### config.mk
export PLATFORM = sky130hd
export DESIGN_NAME = sar_sample_ctrl
export DESIGN_NICKNAME = d
export VERILOG_FILES = /design/src/rtl/ssc_pkg.sv /design/src/rtl/ssc_sync.sv /design/src/rtl/ssc_sequencer.sv /design/src/rtl/ssc_stream_out.sv /design/src/rtl/sar_sample_ctrl.sv
export SDC_FILE = /design/constraint.sdc
export NUM_CORES = 1
export LEC_CHECK = 0
export ABC_CLOCK_PERIOD_IN_PS = 3700
export BUFFER_PORTS_ARGS = -buffer_cell sky130_fd_sc_hd__buf_2
export CAP_MARGIN = 15
export CORE_UTILIZATION = 57
export DETAILED_ROUTE_END_ITERATION = 8
export GPL_ROUTABILITY_DRIVEN = 0
export MAX_ROUTING_LAYER = met4
export PLACE_DENSITY_LB_ADDON = 0.25
export SLEW_MARGIN = 0
export SYNTH_ARGS = -nofsm -noshare
export SYNTH_HDL_FRONTEND = slang
export SYNTH_HIERARCHICAL = 1
export SYNTH_SLANG_ARGS = --single-unit
### constraint.sdc
create_clock -name clk -period 3.7 [get_ports clk]
set_clock_uncertainty 0.1 [all_clocks]
set_input_delay 0.185 -clock clk [delete_from_list [all_inputs] [get_ports clk]]
set_output_delay 0.185 -clock clk [all_outputs]
set_load 0.01 [all_outputs]
### src/rtl/ssc_pkg.sv
// Package: shared types and helpers of the sampling controller.
package ssc_pkg;

    // Sequencer phases of one sample cycle.
    typedef enum logic [2:0] {
        S_IDLE    = 3'd0,
        S_SETUP   = 3'd1,
        S_CONV    = 3'd2,
        S_WFALL   = 3'd3,
        S_WRISE   = 3'd4,
        S_ACCESS  = 3'd5,
        S_RELEASE = 3'd6
    } seq_state_e;

    // Larger of two integers, used for counter sizing.
    function automatic int max_of(input int a, input int b);
        return (a > b) ? a : b;
    endfunction

endpackage

### src/rtl/ssc_sync.sv
// Module: multi-flop synchronizer for one asynchronous level.
// Assumes: STAGES >= 2; the reset value is the idle level of the input.
module ssc_sync #(
    parameter int   STAGES  = 2,
    parameter logic RST_VAL = 1'b1
) (
    input  logic clk,
    input  logic rst_n,
    input  logic d,
    output logic q
);
    logic [STAGES-1:0] chain;

    // Shift the asynchronous level through the flop chain.
    always_ff @(posedge clk) begin
        if (!rst_n) chain <= {STAGES{RST_VAL}};
        else        chain <= {chain[STAGES-2:0], d};
    end

    assign q = chain[STAGES-1];
endmodule

### src/rtl/ssc_sequencer.sv
// Module: strobe sequencer. It walks one sample cycle: setup, convert,
// wait for BUSY low, wait for BUSY high, access delay, release and
// relinquish. It enforces the start-to-start interval and flags handshake
// timeouts.
// Assumes: all cycle parameters >= 1; busy_s is already synchronized.
module ssc_sequencer
    import ssc_pkg::*;
#(
    parameter int SETUP_CYC    = 2,
    parameter int PULSE_CYC    = 5,
    parameter int INTERVAL_CYC = 125,
    parameter int ACCESS_CYC   = 7,
    parameter int RELINQ_CYC   = 9,
    parameter int TIMEOUT_CYC  = 200
) (
    input  logic clk,
    input  logic rst_n,
    input  logic run,
    input  logic busy_s,
    output logic rc_n,
    output logic cs_n,
    output logic cap_en,
    output logic tmo_err
);
    localparam int MAXC = max_of(max_of(max_of(SETUP_CYC, PULSE_CYC), max_of(ACCESS_CYC, RELINQ_CYC)),
                                 max_of(INTERVAL_CYC, TIMEOUT_CYC));
    localparam int CW   = $clog2(MAXC + 1);
    localparam logic [CW-1:0] LD_SETUP  = CW'(SETUP_CYC - 1);
    localparam logic [CW-1:0] LD_PULSE  = CW'(PULSE_CYC - 1);
    localparam logic [CW-1:0] LD_ACCESS = CW'(ACCESS_CYC - 1);
    localparam logic [CW-1:0] LD_RELINQ = CW'(RELINQ_CYC - 1);
    localparam logic [CW-1:0] LD_TMO    = CW'(TIMEOUT_CYC - 1);
    localparam logic [CW-1:0] LD_IVL    = CW'(INTERVAL_CYC - 1);
    localparam logic [CW-1:0] SETUP_LIM = CW'(SETUP_CYC);
    localparam logic [CW-1:0] CMAX      = CW'(MAXC);

    seq_state_e     st, st_d;
    logic [CW-1:0]  step_q, step_d;
    logic [CW-1:0]  ivl_q;
    logic           tmo_hit;

    // Next-phase decision and phase counter reload.
    always_comb begin
        st_d    = st;
        step_d  = (step_q != '0) ? step_q - 1'b1 : '0;
        cap_en  = 1'b0;
        tmo_hit = 1'b0;
        unique case (st)
            S_IDLE: if (run && ivl_q <= SETUP_LIM) begin
                st_d = S_SETUP;  step_d = LD_SETUP;
            end
            S_SETUP: if (step_q == '0) begin
                st_d = S_CONV;   step_d = LD_PULSE;
            end
            S_CONV: if (step_q == '0) begin
                st_d = S_WFALL;  step_d = LD_TMO;
            end
            S_WFALL: if (!busy_s) begin
                st_d = S_WRISE;  step_d = LD_TMO;
            end else if (step_q == '0) begin
                st_d = S_RELEASE; step_d = LD_RELINQ; tmo_hit = 1'b1;
            end
            S_WRISE: if (busy_s) begin
                st_d = S_ACCESS; step_d = LD_ACCESS;
            end else if (step_q == '0) begin
                st_d = S_RELEASE; step_d = LD_RELINQ; tmo_hit = 1'b1;
            end
            S_ACCESS: if (step_q == '0) begin
                st_d = S_RELEASE; step_d = LD_RELINQ; cap_en = 1'b1;
            end
            S_RELEASE: if (step_q == '0) st_d = S_IDLE;
            default: st_d = S_IDLE;
        endcase
    end

    // Phase register, phase counter and registered strobes.
    always_ff @(posedge clk) begin
        if (!rst_n) begin
            st     <= S_IDLE;
            step_q <= '0;
            rc_n   <= 1'b1;
            cs_n   <= 1'b1;
        end else begin
            st     <= st_d;
            step_q <= step_d;
            rc_n   <= !(st_d == S_SETUP || st_d == S_CONV);
            cs_n   <= !(st_d == S_CONV || st_d == S_WFALL || st_d == S_WRISE || st_d == S_ACCESS);
        end
    end

    // Start-to-start interval countdown, loaded as the convert phase begins.
    always_ff @(posedge clk) begin
        if (!rst_n)                           ivl_q <= '0;
        else if (st_d == S_CONV && st != S_CONV) ivl_q <= LD_IVL;
        else if (ivl_q != '0)                 ivl_q <= ivl_q - 1'b1;
    end

    // Sticky timeout flag.
    always_ff @(posedge clk) begin
        if (!rst_n)       tmo_err <= 1'b0;
        else if (tmo_hit) tmo_err <= 1'b1;
    end

    // ---- observation counters used only by the assertions below ----
    logic [CW-1:0] rc_low_len, both_low_len, cs_hi_len, since_start;
    logic          seen_start;

    // Track run lengths of strobe levels and time since the last start.
    always_ff @(posedge clk) begin
        if (!rst_n) begin
            rc_low_len   <= '0;
            both_low_len <= '0;
            cs_hi_len    <= CMAX;
            since_start  <= '0;
            seen_start   <= 1'b0;
        end else begin
            rc_low_len   <= rc_n ? '0 : ((rc_low_len == CMAX) ? CMAX : rc_low_len + 1'b1);
            both_low_len <= (rc_n || cs_n) ? '0 : ((both_low_len == CMAX) ? CMAX : both_low_len + 1'b1);
            cs_hi_len    <= !cs_n ? '0 : ((cs_hi_len == CMAX) ? CMAX : cs_hi_len + 1'b1);
            if (cs_n == 1'b0 && cs_hi_len != '0) begin
                since_start <= CW'(1);
                seen_start  <= 1'b1;
            end else if (since_start != CMAX) begin
                since_start <= since_start + 1'b1;
            end
        end
    end

    p_setup_r2: assert property (@(posedge clk) disable iff (!rst_n)
        $fell(cs_n) |-> (rc_low_len >= CW'(SETUP_CYC)))
        else $error("R2 chip-select fell before setup time");

    p_pulse_r3: assert property (@(posedge clk) disable iff (!rst_n)
        $rose(rc_n) |-> (both_low_len >= CW'(PULSE_CYC)))
        else $error("R3 convert strobe too short");

    p_interval_r4: assert property (@(posedge clk) disable iff (!rst_n)
        ($fell(cs_n) && seen_start) |-> (since_start >= CW'(INTERVAL_CYC)))
        else $error("R4 conversion starts too close");

    p_cap_busy_r5: assert property (@(posedge clk) disable iff (!rst_n)
        cap_en |-> (busy_s && !cs_n && rc_n))
        else $error("R5 capture without BUSY high and bus enabled");

    p_tmo_sticky_r7: assert property (@(posedge clk) disable iff (!rst_n)
        $past(tmo_err) |-> tmo_err)
        else $error("R7 timeout flag cleared");

    p_relinq_r10: assert property (@(posedge clk) disable iff (!rst_n)
        $fell(rc_n) |-> (cs_hi_len >= CW'(RELINQ_CYC)))
        else $error("R10 strobe activity before bus relinquish");

    p_run_gate_r11: assert property (@(posedge clk) disable iff (!rst_n)
        ($fell(rc_n) && $past(rc_low_len == '0)) |-> $past(run))
        else $error("R11 sample cycle started while run low");
endmodule

### src/rtl/ssc_stream_out.sv
// Module: one-word stream output register with drop accounting.
// A capture while an undelivered word waits is discarded and counted.
// Assumes: cap_en is a one-cycle pulse with bus_data valid in that cycle.
module ssc_stream_out #(
    parameter int DATA_W = 12,
    parameter int DROP_W = 8
) (
    input  logic              clk,
    input  logic              rst_n,
    input  logic              cap_en,
    input  logic [DATA_W-1:0] bus_data,
    output logic              m_valid,
    output logic [DATA_W-1:0] m_data,
    input  logic              m_ready,
    output logic [DROP_W-1:0] drop_cnt
);
    logic slot_free;
    assign slot_free = !m_valid || m_ready;

    // Load a new word when the slot frees, otherwise clear on handshake.
    always_ff @(posedge clk) begin
        if (!rst_n) begin
            m_valid <= 1'b0;
            m_data  <= '0;
        end else if (cap_en && slot_free) begin
            m_valid <= 1'b1;
            m_data  <= bus_data;
        end else if (m_valid && m_ready) begin
            m_valid <= 1'b0;
        end
    end

    // Count discarded words, saturating.
    always_ff @(posedge clk) begin
        if (!rst_n)                                   drop_cnt <= '0;
        else if (cap_en && !slot_free && drop_cnt != '1) drop_cnt <= drop_cnt + 1'b1;
    end

    p_hold_r8: assert property (@(posedge clk) disable iff (!rst_n)
        (m_valid && !m_ready) |=> (m_valid && $stable(m_data)))
        else $error("R8 stream word changed under backpressure");

    p_drop_cause_r9: assert property (@(posedge clk) disable iff (!rst_n)
        (drop_cnt != $past(drop_cnt)) |-> $past(cap_en && m_valid && !m_ready))
        else $error("R9 drop counted without a blocked capture");

    p_drop_step_r9: assert property (@(posedge clk) disable iff (!rst_n)
        (drop_cnt - $past(drop_cnt)) <= DROP_W'(1))
        else $error("R9 drop count jumped");
endmodule

### src/rtl/sar_sample_ctrl.sv
// Module: top of the parallel SAR converter sampling controller.
// Synchronizes BUSY, sequences the strobes and streams captured words.
// Assumes: timing parameters are in system clock cycles and already
// rounded up from the converter's minimum times.
module sar_sample_ctrl #(
    parameter int DATA_W       = 12,
    parameter int DROP_W       = 8,
    parameter int SYNC_STAGES  = 2,
    parameter int SETUP_CYC    = 2,
    parameter int PULSE_CYC    = 5,
    parameter int INTERVAL_CYC = 125,
    parameter int ACCESS_CYC   = 7,
    parameter int RELINQ_CYC   = 9,
    parameter int TIMEOUT_CYC  = 200
) (
    input  logic              clk,
    input  logic              rst_n,
    input  logic              run,
    input  logic              adc_busy,
    input  logic [DATA_W-1:0] adc_data,
    output logic              adc_rc_n,
    output logic              adc_cs_n,
    output logic              smp_valid,
    output logic [DATA_W-1:0] smp_data,
    input  logic              smp_ready,
    output logic [DROP_W-1:0] drop_count,
    output logic              timeout_err
);
    logic busy_s;
    logic cap_en;

    ssc_sync #(.STAGES(SYNC_STAGES), .RST_VAL(1'b1)) u_sync (
        .clk(clk), .rst_n(rst_n), .d(adc_busy), .q(busy_s)
    );

    ssc_sequencer #(
        .SETUP_CYC(SETUP_CYC), .PULSE_CYC(PULSE_CYC), .INTERVAL_CYC(INTERVAL_CYC),
        .ACCESS_CYC(ACCESS_CYC), .RELINQ_CYC(RELINQ_CYC), .TIMEOUT_CYC(TIMEOUT_CYC)
    ) u_seq (
        .clk(clk), .rst_n(rst_n), .run(run), .busy_s(busy_s),
        .rc_n(adc_rc_n), .cs_n(adc_cs_n), .cap_en(cap_en), .tmo_err(timeout_err)
    );

    ssc_stream_out #(.DATA_W(DATA_W), .DROP_W(DROP_W)) u_out (
        .clk(clk), .rst_n(rst_n), .cap_en(cap_en), .bus_data(adc_data),
        .m_valid(smp_valid), .m_data(smp_data), .m_ready(smp_ready), .drop_cnt(drop_count)
    );

    p_reset_r1: assert property (@(posedge clk)
        $past(!rst_n) |-> (adc_rc_n && adc_cs_n && !smp_valid && drop_count == '0 && !timeout_err))
        else $error("R1 outputs not idle after reset");
endmodule

==> results of run 1 <==
## cell usage in the layout, fill, tap and decap left out, drive strengths merged, types with 2 or more instances in the layout
master / n
a2111oi: 2
a211oi: 7
a21boi: 2
a21oi: 31
a31oi: 4
a32o: 2
a41o: 2
and3: 5
buf: 41
clkbuf: 7
dfxtp: 45
ha: 5
inv: 12
mux2i: 6
nand2: 24
nand2b: 11
nand3: 20
nand3b: 3
nor2: 24
nor2b: 2
nor4: 4
o2111ai: 2
o21a: 2
o21ai: 23
o311a: 3
o311ai: 2
o31ai: 3
or3: 2
or4: 5
xnor2: 4
xor2: 3
## metrics by stage
step	area (µm²)	worst slack (ps)	power, µW
3_3_place_gp	2570	1280	1450
3_5_place_dp	2570	1200	1470
2_1_floorplan	2380	1340	1320
5_1_grt	2690	890	1990
4_1_cts	2690	1160	1860
6_report	2690	1130	1870
## layout make-up
class	count	area, µm²
Multi-Input combinational cell	219	1350
Fill cell	348	1310
Sequential cell	45	901
Timing Repair Buffer	42	218
Clock buffer	7	86.3
Tap cell	50	62.6
Inverter	12	45.0
Clock inverter	1	30.0
## cell families after synthesis
group / Yosys count / share of synthesized area
and+or+nand+nor: 108 / 0.240
DFF: 45 / 0.379
adders and majority gates: 5 / 0.0263
muxes: 6 / 0.0253
AOI/OAI and AO/OA: 93 / 0.251
xor gates and xnor gates: 7 / 0.0258
buffers and inverters: 29 / 0.0527
## worst max-delay path, delay by kind of cell (launching register included)
kind	cells	cell delay [ps]
flops	1	340
compound gates	1	350
buf+inv	2	300
simple gates	5	1090
fa+ha+maj	1	290
## flip-flops by register name (all words and copies together), names as in the netlist
signal and cells:
u_seq/st 3, u_seq/tmo_err 1, u_seq/rc_n 1, u_seq/step_q 8, u_seq/ivl_q 8, u_out/m_valid 1
u_out/drop_cnt 8, u_sync/chain 2, u_out/m_data 12, u_seq/cs_n 1
## power by group through the flow
stage               registers (µW)  clock network [µW]  logic (µW)
floorplan                      647                   0         669
global placement               699                   0         751
detailed placement             704                   0         761
CTS                            693                 389         775
global route                   711                 409         872
finish                         698                 382         785
## worst min-delay path by stage
stage,from,to,slack (ps)
final,adc_data[2],u_out/m_data[2],30
after floorplan,rst_n,u_sync/chain[0],160
after global placement,adc_busy,u_sync/chain[0],270
after global routing,adc_data[5],u_out/m_data[5],30
after CTS,adc_data[10],u_out/m_data[10],30
after detailed placement,adc_busy,u_sync/chain[0],270
## cells in the mapped netlist (2+ instances only)
master	n
a211oi_1	6
buf_1	2
and3_1	5
nor4_1	3
o21ai_0	22
o2111ai_1	2
ha_1	5
nand3b_1	2
nand2_1	23
buf_2	2
a21oi_1	31
a41o_1	2
clkbuf_1	11
mux2i_1	6
o311a_1	3
a31oi_1	4
o31ai_1	3
nand2b_1	11
nor2b_1	2
nor2_1	24
xor2_1	3
xnor2_1	4
o21a_1	2
nand3_1	20
or4_4	2
a2111oi_0	2
inv_1	12
or4_1	3
dfxtp_1	45
a32o_1	2
a21boi_0	2
## metal layers
layer	GRT usage	up-vias	part of all wire
met4	0.101	0	0.019
met3	0.0497	11	0.061
li1	-	1134	-
met2	0.396	98	0.46
met1	0.322	1058	0.46
met5	-	-	0
## repair_timing
action	CTS	global route
hold buffers	1	0
hold endpoints to repair	1	0
endpoints found under the setup margin	0	0
==> reports/metrics.cfg, run 1 <==
[worst_setup_path]
crit-reg2reg-launch = u_seq/step_q[0]
critPathMaxStageDelay_ps = 350
startpoint_type = register
startpoint = u_seq/step_q[0]
cp-endpoint = u_out/drop_cnt[7]
cp.required_ps = 3780
ff2ff_path_depth = 9
critPathCaptureType = register
worstPathArrival_ps = 2660
worstPathCellList = inv_1, ha_1, nor3b_1, nand2_1, nor3_1, buf_4, and3b_2, nand2_2, o311a_1
crit_fanout = 15
reg2reg_slack_ps = 1130
worstSetupPathType = reg2reg
slowest_stage = o311a_1
r2r_end = u_out/drop_cnt[7]

[die]
coreArea_mm2 = 0.00400
start_util = 0.594
pin_count = 41
die_width_um = 66.6
die_y_um = 66.6
row_count = 23
die_area_mm2 = 0.00443

[sta]
slew_headroom = 0.498
fmax_mhz = 389
rsz0062_at_grt = no
fin_crit_ps = 2570
setup-violations-final = 0
fin_tns_setup_ps = 0
tightestPinTransition_ps = 752
final_max_slew_viol_count = 0
finalHoldViolations = 0
whs_ps = 34.2
timing.final.crit_share = 0.695

[final_layout]
antenna_cells = 0
drive_gt1_frac = 0.172
fin_nets = 347
syn_to_final_growth_pct = 13.3
fin_cells = 376
fin_util = 0.673

[synthesis]
ys_top_cells_by_area = dfxtp_1 (38%), a21oi_1 (6.5%), o21ai_0 (4.6%)
syn-cell-area_mm2 = 0.00238
syn_inst = 293
yosys_warnings = 6
synth_edf_count = 0
async_reset_ff_frac = 0
ys_seq_area_frac = 0.379
ys_ff_latch = 45
synth_top_area_cell = dfxtp_1
ys_types = 58
syn-num-nets = 315
synth_top_area_frac = 0.379
synth.avg_cell_area_um2 = 8.11
synth_top_flop_cell = dfxtp_1

[hold_path]
hp-class = in2reg
hold_depth = 3

[power_and_ir_drop]
ir_worst_vdd_mv = 0.254
p_switching_uw = 739
p_int_uw = 1130
power_density_mw_per_mm2 = 693
leakage_uw = 0.00109
p_comb_frac = 0.421
clock_power_share = 0.205
p_seq_frac = 0.374
swShare = 0.396

[detailed_routing]
drcViolationCount = 0
drt_iter0_drc = 175
finalWirelength_mm = 5.38
ant_nets = 0
dr.pass1.iters = 5
routed_via_density = 6.12
wl_per_cell_um = 14.3
vias = 2301

[cts]
cts_buffer_depth = 2
numCtsBuffers = 5
cts_root_buffer = clkbuf_8
ctsResizeCount = 0
path_clk_slew_ps = 80
cts_sinks = 45
clock_latency_ps = 290
cts_tree = built
post_cts_buffers = 0
h-tree-depth = 2

[global_routing]
grt_antenna_before_repair = 0
grt_usage = 0.254
grt_first_pass_wirelength_mm = 8.40
grt_max_degree = 32
grt_pass1_vias = 1930
grt_overflow = 0

[outcome]
status = complete, no violations

[placement]
dp.cells = 367
dpl.hpwl_mm = 3.61
numPortBuffers = 40

[flow_run]
drv_cap = 0

Note: power is estimated with default switching activity, not from simulation.
==> run 2: changes to the inputs <==
--- a/config.mk
+++ b/config.mk
@@ -5,10 +5,10 @@
 export SDC_FILE = /design/constraint.sdc
 export NUM_CORES = 1
 export LEC_CHECK = 0
-export ABC_CLOCK_PERIOD_IN_PS = 3700
+export ABC_CLOCK_PERIOD_IN_PS = 2400
 export BUFFER_PORTS_ARGS = -buffer_cell sky130_fd_sc_hd__buf_2
 export CAP_MARGIN = 15
-export CORE_UTILIZATION = 57
+export CORE_UTILIZATION = 56
 export DETAILED_ROUTE_END_ITERATION = 8
 export GPL_ROUTABILITY_DRIVEN = 0
 export MAX_ROUTING_LAYER = met4
==> constraint.sdc (replaced) <==
create_clock -name clk -period 2.4 [get_ports clk]
set_clock_uncertainty 0.1 [all_clocks]
set_input_delay 0.12 -clock clk [delete_from_list [all_inputs] [get_ports clk]]
set_output_delay 0.12 -clock clk [all_outputs]
set_load 0.01 [all_outputs]
==> run 2 against run 1 <==
  * Critical path depth is 1 lower
  * Global-route usage is 3.7 points higher
  * Die area is 1.7% higher
  * Cell area is 7.7% higher
  * Critical endpoint unchanged
  * Largest cell class unchanged
  * Maximum frequency is 24% higher
  * Non-clock buffer count is 20 higher
==> reports/metrics.cfg, run 2 (synthesized netlist as in run 1, its figures left out) <==
[final_layout]
finalInstanceArea_mm2 = 0.00290  ; was 0.00269 mm²
n_fill_cell = 328  ; was 348
fin_nets = 367  ; was 347
largest_reg_flops = 12  ; unchanged
antenna_cells = 0  ; unchanged
layout_common_cells = dfxtp_1 (45), buf_2 (40), a21oi_1 (31)  ; unchanged
fin_util = 0.720  ; was 0.673
syn_to_final_growth_pct = 22.0  ; was 13.3%
final_common_cell = dfxtp_1  ; unchanged
top_register = u_out/m_data  ; unchanged
drive_gt1_frac = 0.191  ; was 0.172

[power_and_ir_drop]
p_comb_frac = 0.452  ; was 0.421
leakage_uw = 0.00119  ; was 0.00109 µW
swShare = 0.382  ; was 0.396
p_switching_uw = 1180  ; was 739 µW
p_int_uw = 1910  ; was 1130 µW
power_density_mw_per_mm2 = 1070  ; was 693 mW/mm²
p_seq_frac = 0.325  ; was 0.374
ir_worst_vdd_mv = 0.495  ; was 0.254 mV
clock_power_share = 0.223  ; was 0.205

[sta]
whs_ps = 166  ; was 34.2 ps
fmax_mhz = 484  ; was 389 MHz
slew_headroom = 0.683  ; was 0.498
final_max_slew_viol_count = 0  ; unchanged
rsz0062_at_grt = no  ; unchanged
finalHoldViolations = 0  ; unchanged
tightestPinTransition_ps = 463  ; was 752 ps
setup-violations-final = 0  ; unchanged
timing.final.crit_share = 0.862  ; was 0.695
fin_crit_ps = 2070  ; was 2570 ps
fin_tns_setup_ps = 0  ; unchanged
timing.final.ws_setup_ps = 332  ; was 1130 ps

[worst_setup_path]
reg2reg_slack_ps = 330  ; was 1130 ps
cp.required_ps = 2490  ; was 3780 ps
r2r_end = u_out/drop_cnt[7]  ; unchanged
crit_fanout = 5  ; was 15
worstPathArrival_ps = 2160  ; was 2660 ps
ff2ff_path_depth = 8  ; was 9
crit-reg2reg-launch = u_seq/step_q[0]  ; unchanged
critPathCaptureType = register  ; unchanged
startpoint_type = register  ; unchanged
worstSetupPathType = reg2reg  ; unchanged

[cts]
cts_tree = built  ; unchanged
clock_latency_ps = 300  ; was 290 ps
numCtsBuffers = 5  ; unchanged
path_clk_slew_ps = 90  ; was 80 ps
cts_buffer_depth = 2  ; unchanged
cts_sinks = 45  ; unchanged
h-tree-depth = 2  ; unchanged
cts_root_buffer = clkbuf_8  ; unchanged

[detailed_routing]
routed_via_density = 6.07  ; was 6.12
drt_iter0_drc = 257  ; was 175
finalWirelength_mm = 5.76  ; was 5.38 mm
ant_nets = 0  ; unchanged
drcViolationCount = 0  ; unchanged
dr.pass1.iters = 4  ; was 5
wl_per_cell_um = 14.5  ; was 14.3 µm
vias = 2403  ; was 2301

[outcome]
status = complete, no violations  ; unchanged

[hold_path]
hold_depth = 3  ; unchanged
hp-class = in2reg  ; unchanged
holdPathEnd = u_sync/chain[1]  ; was u_out/m_data[2]
min_from = rst_n  ; was adc_data[2]

[die]
die_y_um = 67.1  ; was 66.6 µm
pin_count = 41  ; unchanged
row_count = 23  ; unchanged
coreArea_mm2 = 0.00403  ; was 0.00400 mm²
die_width_um = 67.1  ; was 66.6 µm
die_area_mm2 = 0.00451  ; was 0.00443 mm²
start_util = 0.590  ; was 0.594

[placement]
postPlaceCellArea_mm2 = 0.00263  ; was 0.00257 mm²
numPortBuffers = 40  ; unchanged
dpl.hpwl_mm = 3.83  ; was 3.61 mm
pre_cts_slack_ps = 203  ; was 1200 ps

[global_routing]
grt_max_degree = 31  ; was 32
grt_usage = 0.291  ; was 0.254
grt_overflow = 0  ; unchanged
grt_antenna_before_repair = 0  ; unchanged
grt_pass1_vias = 2143  ; was 1930
grt_first_pass_wirelength_mm = 9.71  ; was 8.40 mm

[flow_run]
drv_cap = 0  ; unchanged

run 2: cell count changes in the layout (fill, tap and decap cells not counted):
cell           change
buf_4              +8
nor3_1             -1
dlygate4sd3_1     +12
nor3_2             +1
bufinv_16          +1
clkbuf_1           -1
inv_6              +1
clkbuf_8           -1
run 2: worst max path at each step:
stage | startpoint | slack, ps | cells past startpoint | end
2_1_floorplan | u_seq/step_q[0] | 40 | 8 | u_out/drop_cnt[7]
3_3_place_gp | u_seq/step_q[0] | 270 | 8 | u_out/drop_cnt[7]
3_5_place_dp | u_seq/step_q[0] | 200 | 8 | u_out/drop_cnt[7]
4_1_cts | u_seq/step_q[0] | 180 | 8 | u_out/drop_cnt[7]
5_1_grt | u_seq/step_q[0] | 130 | 8 | u_out/drop_cnt[5]
6_report | u_seq/step_q[0] | 330 | 8 | u_out/drop_cnt[7]
run 2: repair_timing:
action                                 CTS  global route
resized for setup                        0             1
hold buffers                            13             0
endpoints found under the hold margin   13             0
setup buffers                            0             0
setup endpoints to repair                0            12
run 2: metal layers:
metal / up-vias / global-route usage / wire (µm)
met5: - / - / 0
met3: 13 / 0.0574 / 320
met1: 1110 / 0.367 / 2470
met4: 0 / 0.109 / 119
met2: 99 / 0.460 / 2850
li1: 1181 / - / -
run 2: final cells by class:
type / count / area, µm² / area share
multi-input combinational: 219 / 1360 / 0.467
inverter: 12 / 45.0 / 0.0155
clock inverter: 3 / 68.8 / 0.0237
timing repair buffer: 62 / 398 / 0.137
clock buffer: 5 / 68.8 / 0.0237
tap: 50 / 62.6 / 0.0216
sequential: 45 / 901 / 0.311
run 2: per-stage QoR:
stage / std cells / power [µW]
CTS: 396 / 3080
floorplan: 293 / 2030
detailed placement: 375 / 2360
global placement: 375 / 2330
global route: 396 / 3350
finish: 396 / 3090
run 2: worst max-delay path, stage by stage, from the launching register on:
cell and delay, ps:
dfxtp_1 350, inv_1 70, ha_1 150, nor3b_1 220, nand2_1 140, nor3_2 250, and3b_2 280, nand2_2 60
o311a_1 340
run 2: power by group through the flow:
stage	Sequential (µW)	Combinational, µW	Clock (µW)
after detailed placement	1020	1340	0
after global routing	1030	1580	738
after CTS	1000	1380	700
final	1000	1400	691
after floorplan	997	1030	0
after global placement	1010	1310	0
==> run 3: changes to the inputs <==
--- a/config.mk
+++ b/config.mk
@@ -13,6 +13,8 @@
 export GPL_ROUTABILITY_DRIVEN = 0
 export MAX_ROUTING_LAYER = met4
 export PLACE_DENSITY_LB_ADDON = 0.25
+export RECOVER_POWER = 25
+export SETUP_SLACK_MARGIN = 0.3
 export SLEW_MARGIN = 0
 export SYNTH_ARGS = -nofsm -noshare
 export SYNTH_HDL_FRONTEND = slang
==> run 3 against run 2 <==
  * Routed wire length is 5.5% higher
  * Core utilization rose by 0.53 points
  * Total power is 1.9% lower
  * Global-route usage rose by 0.12 points
  * First-iteration DRC count decreased by 56%
  * Combinational power rose by 8%
  * Sequential power is essentially flat
  * Critical path depth increased by 1
  * Cell count grew 0.76%
==> reports/metrics.cfg, run 3 (synthesized netlist as in run 1, its figures left out) <==
[outcome]
status = complete, no violations  ; unchanged

[final_layout]
top_register = u_out/m_data  ; unchanged
drive_gt1_frac = 0.183  ; was 0.191
layout_common_cells = dfxtp_1 (43), a21oi_1 (30), buf_2 (25)  ; was dfxtp_1 (45), buf_2 (40), a21oi_1 (31)
fin_nets = 370  ; was 367
final_common_cell = dfxtp_1  ; unchanged
fin_cells = 399  ; was 396
finalInstanceArea_mm2 = 0.00292  ; was 0.00290 mm²
antenna_cells = 0  ; unchanged
largest_reg_flops = 12  ; unchanged
n_fill_cell = 325  ; was 328
syn_to_final_growth_pct = 22.9  ; was 22.0%

[cts]
path_clk_slew_ps = 90  ; about the same
cts_buffer_depth = 2  ; unchanged
clock_latency_ps = 310  ; was 300 ps
cts_root_buffer = clkbuf_8  ; unchanged
cts_tree = built  ; unchanged
numCtsBuffers = 5  ; unchanged
h-tree-depth = 2  ; unchanged
cts_sinks = 45  ; unchanged

[die]
row_count = 23  ; unchanged
start_util = 0.590  ; unchanged
die_width_um = 67.1  ; unchanged
die_area_mm2 = 0.00451  ; unchanged
pin_count = 41  ; unchanged
coreArea_mm2 = 0.00403  ; unchanged
die_y_um = 67.1  ; unchanged

[detailed_routing]
drcViolationCount = 0  ; unchanged
finalWirelength_mm = 6.08  ; was 5.76 mm
wl_per_cell_um = 15.2  ; was 14.5 µm
routed_via_density = 5.98  ; was 6.07
ant_nets = 0  ; unchanged
vias = 2388  ; was 2403
dr.pass1.iters = 4  ; unchanged
drt_iter0_drc = 114  ; was 257

[worst_setup_path]
startpoint_type = register  ; unchanged
worstPathArrival_ps = 2170  ; was 2160 ps
cp.required_ps = 2550  ; was 2490 ps
crit_fanout = 7  ; was 5
critPathCaptureType = register  ; unchanged
worstSetupPathType = reg2reg  ; unchanged
crit-reg2reg-launch = u_seq/step_q[0]  ; unchanged
startpoint = u_seq/step_q[0]  ; unchanged
reg2reg_slack_ps = 380  ; was 330 ps

[placement]
postPlaceCellArea_mm2 = 0.00262  ; was 0.00263 mm²
dp.cells = 372  ; was 375
numPortBuffers = 40  ; unchanged
dpl.hpwl_mm = 3.71  ; was 3.83 mm
pre_cts_slack_ps = 185  ; was 203 ps

[global_routing]
top_usage_layer = met2  ; unchanged
use_met1 = 0.361  ; was 0.367
grt_first_pass_wirelength_mm = 9.66  ; was 9.71 mm
grt_use_met3 = 0.0693  ; was 0.0574
grt_overflow = 0  ; unchanged
grt_pass1_vias = 2084  ; was 2143
grt_usage = 0.293  ; was 0.291
grt_max_degree = 31  ; unchanged
grt_antenna_before_repair = 0  ; unchanged
met2_usage = 0.460  ; unchanged

[power_and_ir_drop]
leakage_uw = 0.00117  ; was 0.00119 µW
ir_worst_vdd_mv = 0.458  ; was 0.495 mV
power_density_mw_per_mm2 = 1040  ; was 1070 mW/mm²
p_total_uw = 3040  ; was 3090 µW

[sta]
fin_tns_setup_ps = 0  ; unchanged
tightestPinTransition_ps = 525  ; was 463 ps
timing.final.crit_share = 0.840  ; was 0.862
timing.final.ws_setup_ps = 385  ; was 332 ps
final_max_slew_viol_count = 0  ; unchanged
fin_crit_ps = 2020  ; was 2070 ps
rsz0062_at_grt = no  ; unchanged
finalHoldViolations = 0  ; unchanged
setup-violations-final = 0  ; unchanged
slew_headroom = 0.650  ; was 0.683
fmax_mhz = 496  ; was 484 MHz

[flow_run]
drv_cap = 0  ; unchanged

[hold_path]
min_from = rst_n  ; unchanged
hp-class = in2reg  ; unchanged

==> run 3: cell count changes in the layout (fill, tap and decap cells not counted), sizes merged <==
| cell | delta |
|---|---|
| clkinvlp | +1 |
| bufinv | -2 |
| clkbuf | +15 |
| buf | -12 |
| clkinv | +1 |
==> run 3: power breakdown <==
group | switching [µW] | internal (µW)
clock network | 284 | 207
logic | 825 | 686
registers | 149 | 886
total | 1260 | 1780
==> run 3: timing repair <==
action	CTS	global route
setup endpoints to repair	15	26
pin swaps	1	5
hold buffers	13	0
endpoints found under the hold margin	13	0
setup buffers	1	5
gates resized for setup	1	13
==> run 3: final cells by class <==
class	instances	area [µm²]	area share
Inverter	12	45.0	0.0154
Clock inverter	3	21.3	0.00728
Multi-Input combinational cell	219	1420	0.485
Clock buffer	5	68.8	0.0236
Sequential cell	45	906	0.310
Timing Repair Buffer	65	402	0.138
Tap cell	50	62.6	0.0214
==> run 3: worst paths after layout <==
kind / to / cells after the start
max: u_out/drop_cnt[7] / 9
min: u_sync/chain[1] / 3
max reg2reg: u_out/drop_cnt[7] / 9
min reg2reg: u_sync/chain[1] / 1
==> run 3: stage by stage <==
stage / utilization / hold WS, ps
final: 0.725 / 166
after global routing: 0.725 / 177
after CTS: 0.708 / 164
after detailed placement: 0.651 / 206
after global placement: 0.651 / 205
after floorplan: - / 93.0
==> run 3: layer usage <==
layer / part of all wire / up-vias
li1: - / 1180
met2: 0.48 / 78
met3: 0.050 / 14
met5: 0 / -
met1: 0.45 / 1116
met4: 0.022 / 0
==> run 3: worst max-delay path, cell delays in order (launching register included) <==
cell and delay [ps]:
dfxtp_4 360, inv_2 60, ha_4 160, nor3b_4 220, nand2_2 120, nor3_4 270, and3b_2 270, buf_4 110
a41o_1 140, o311a_1 150
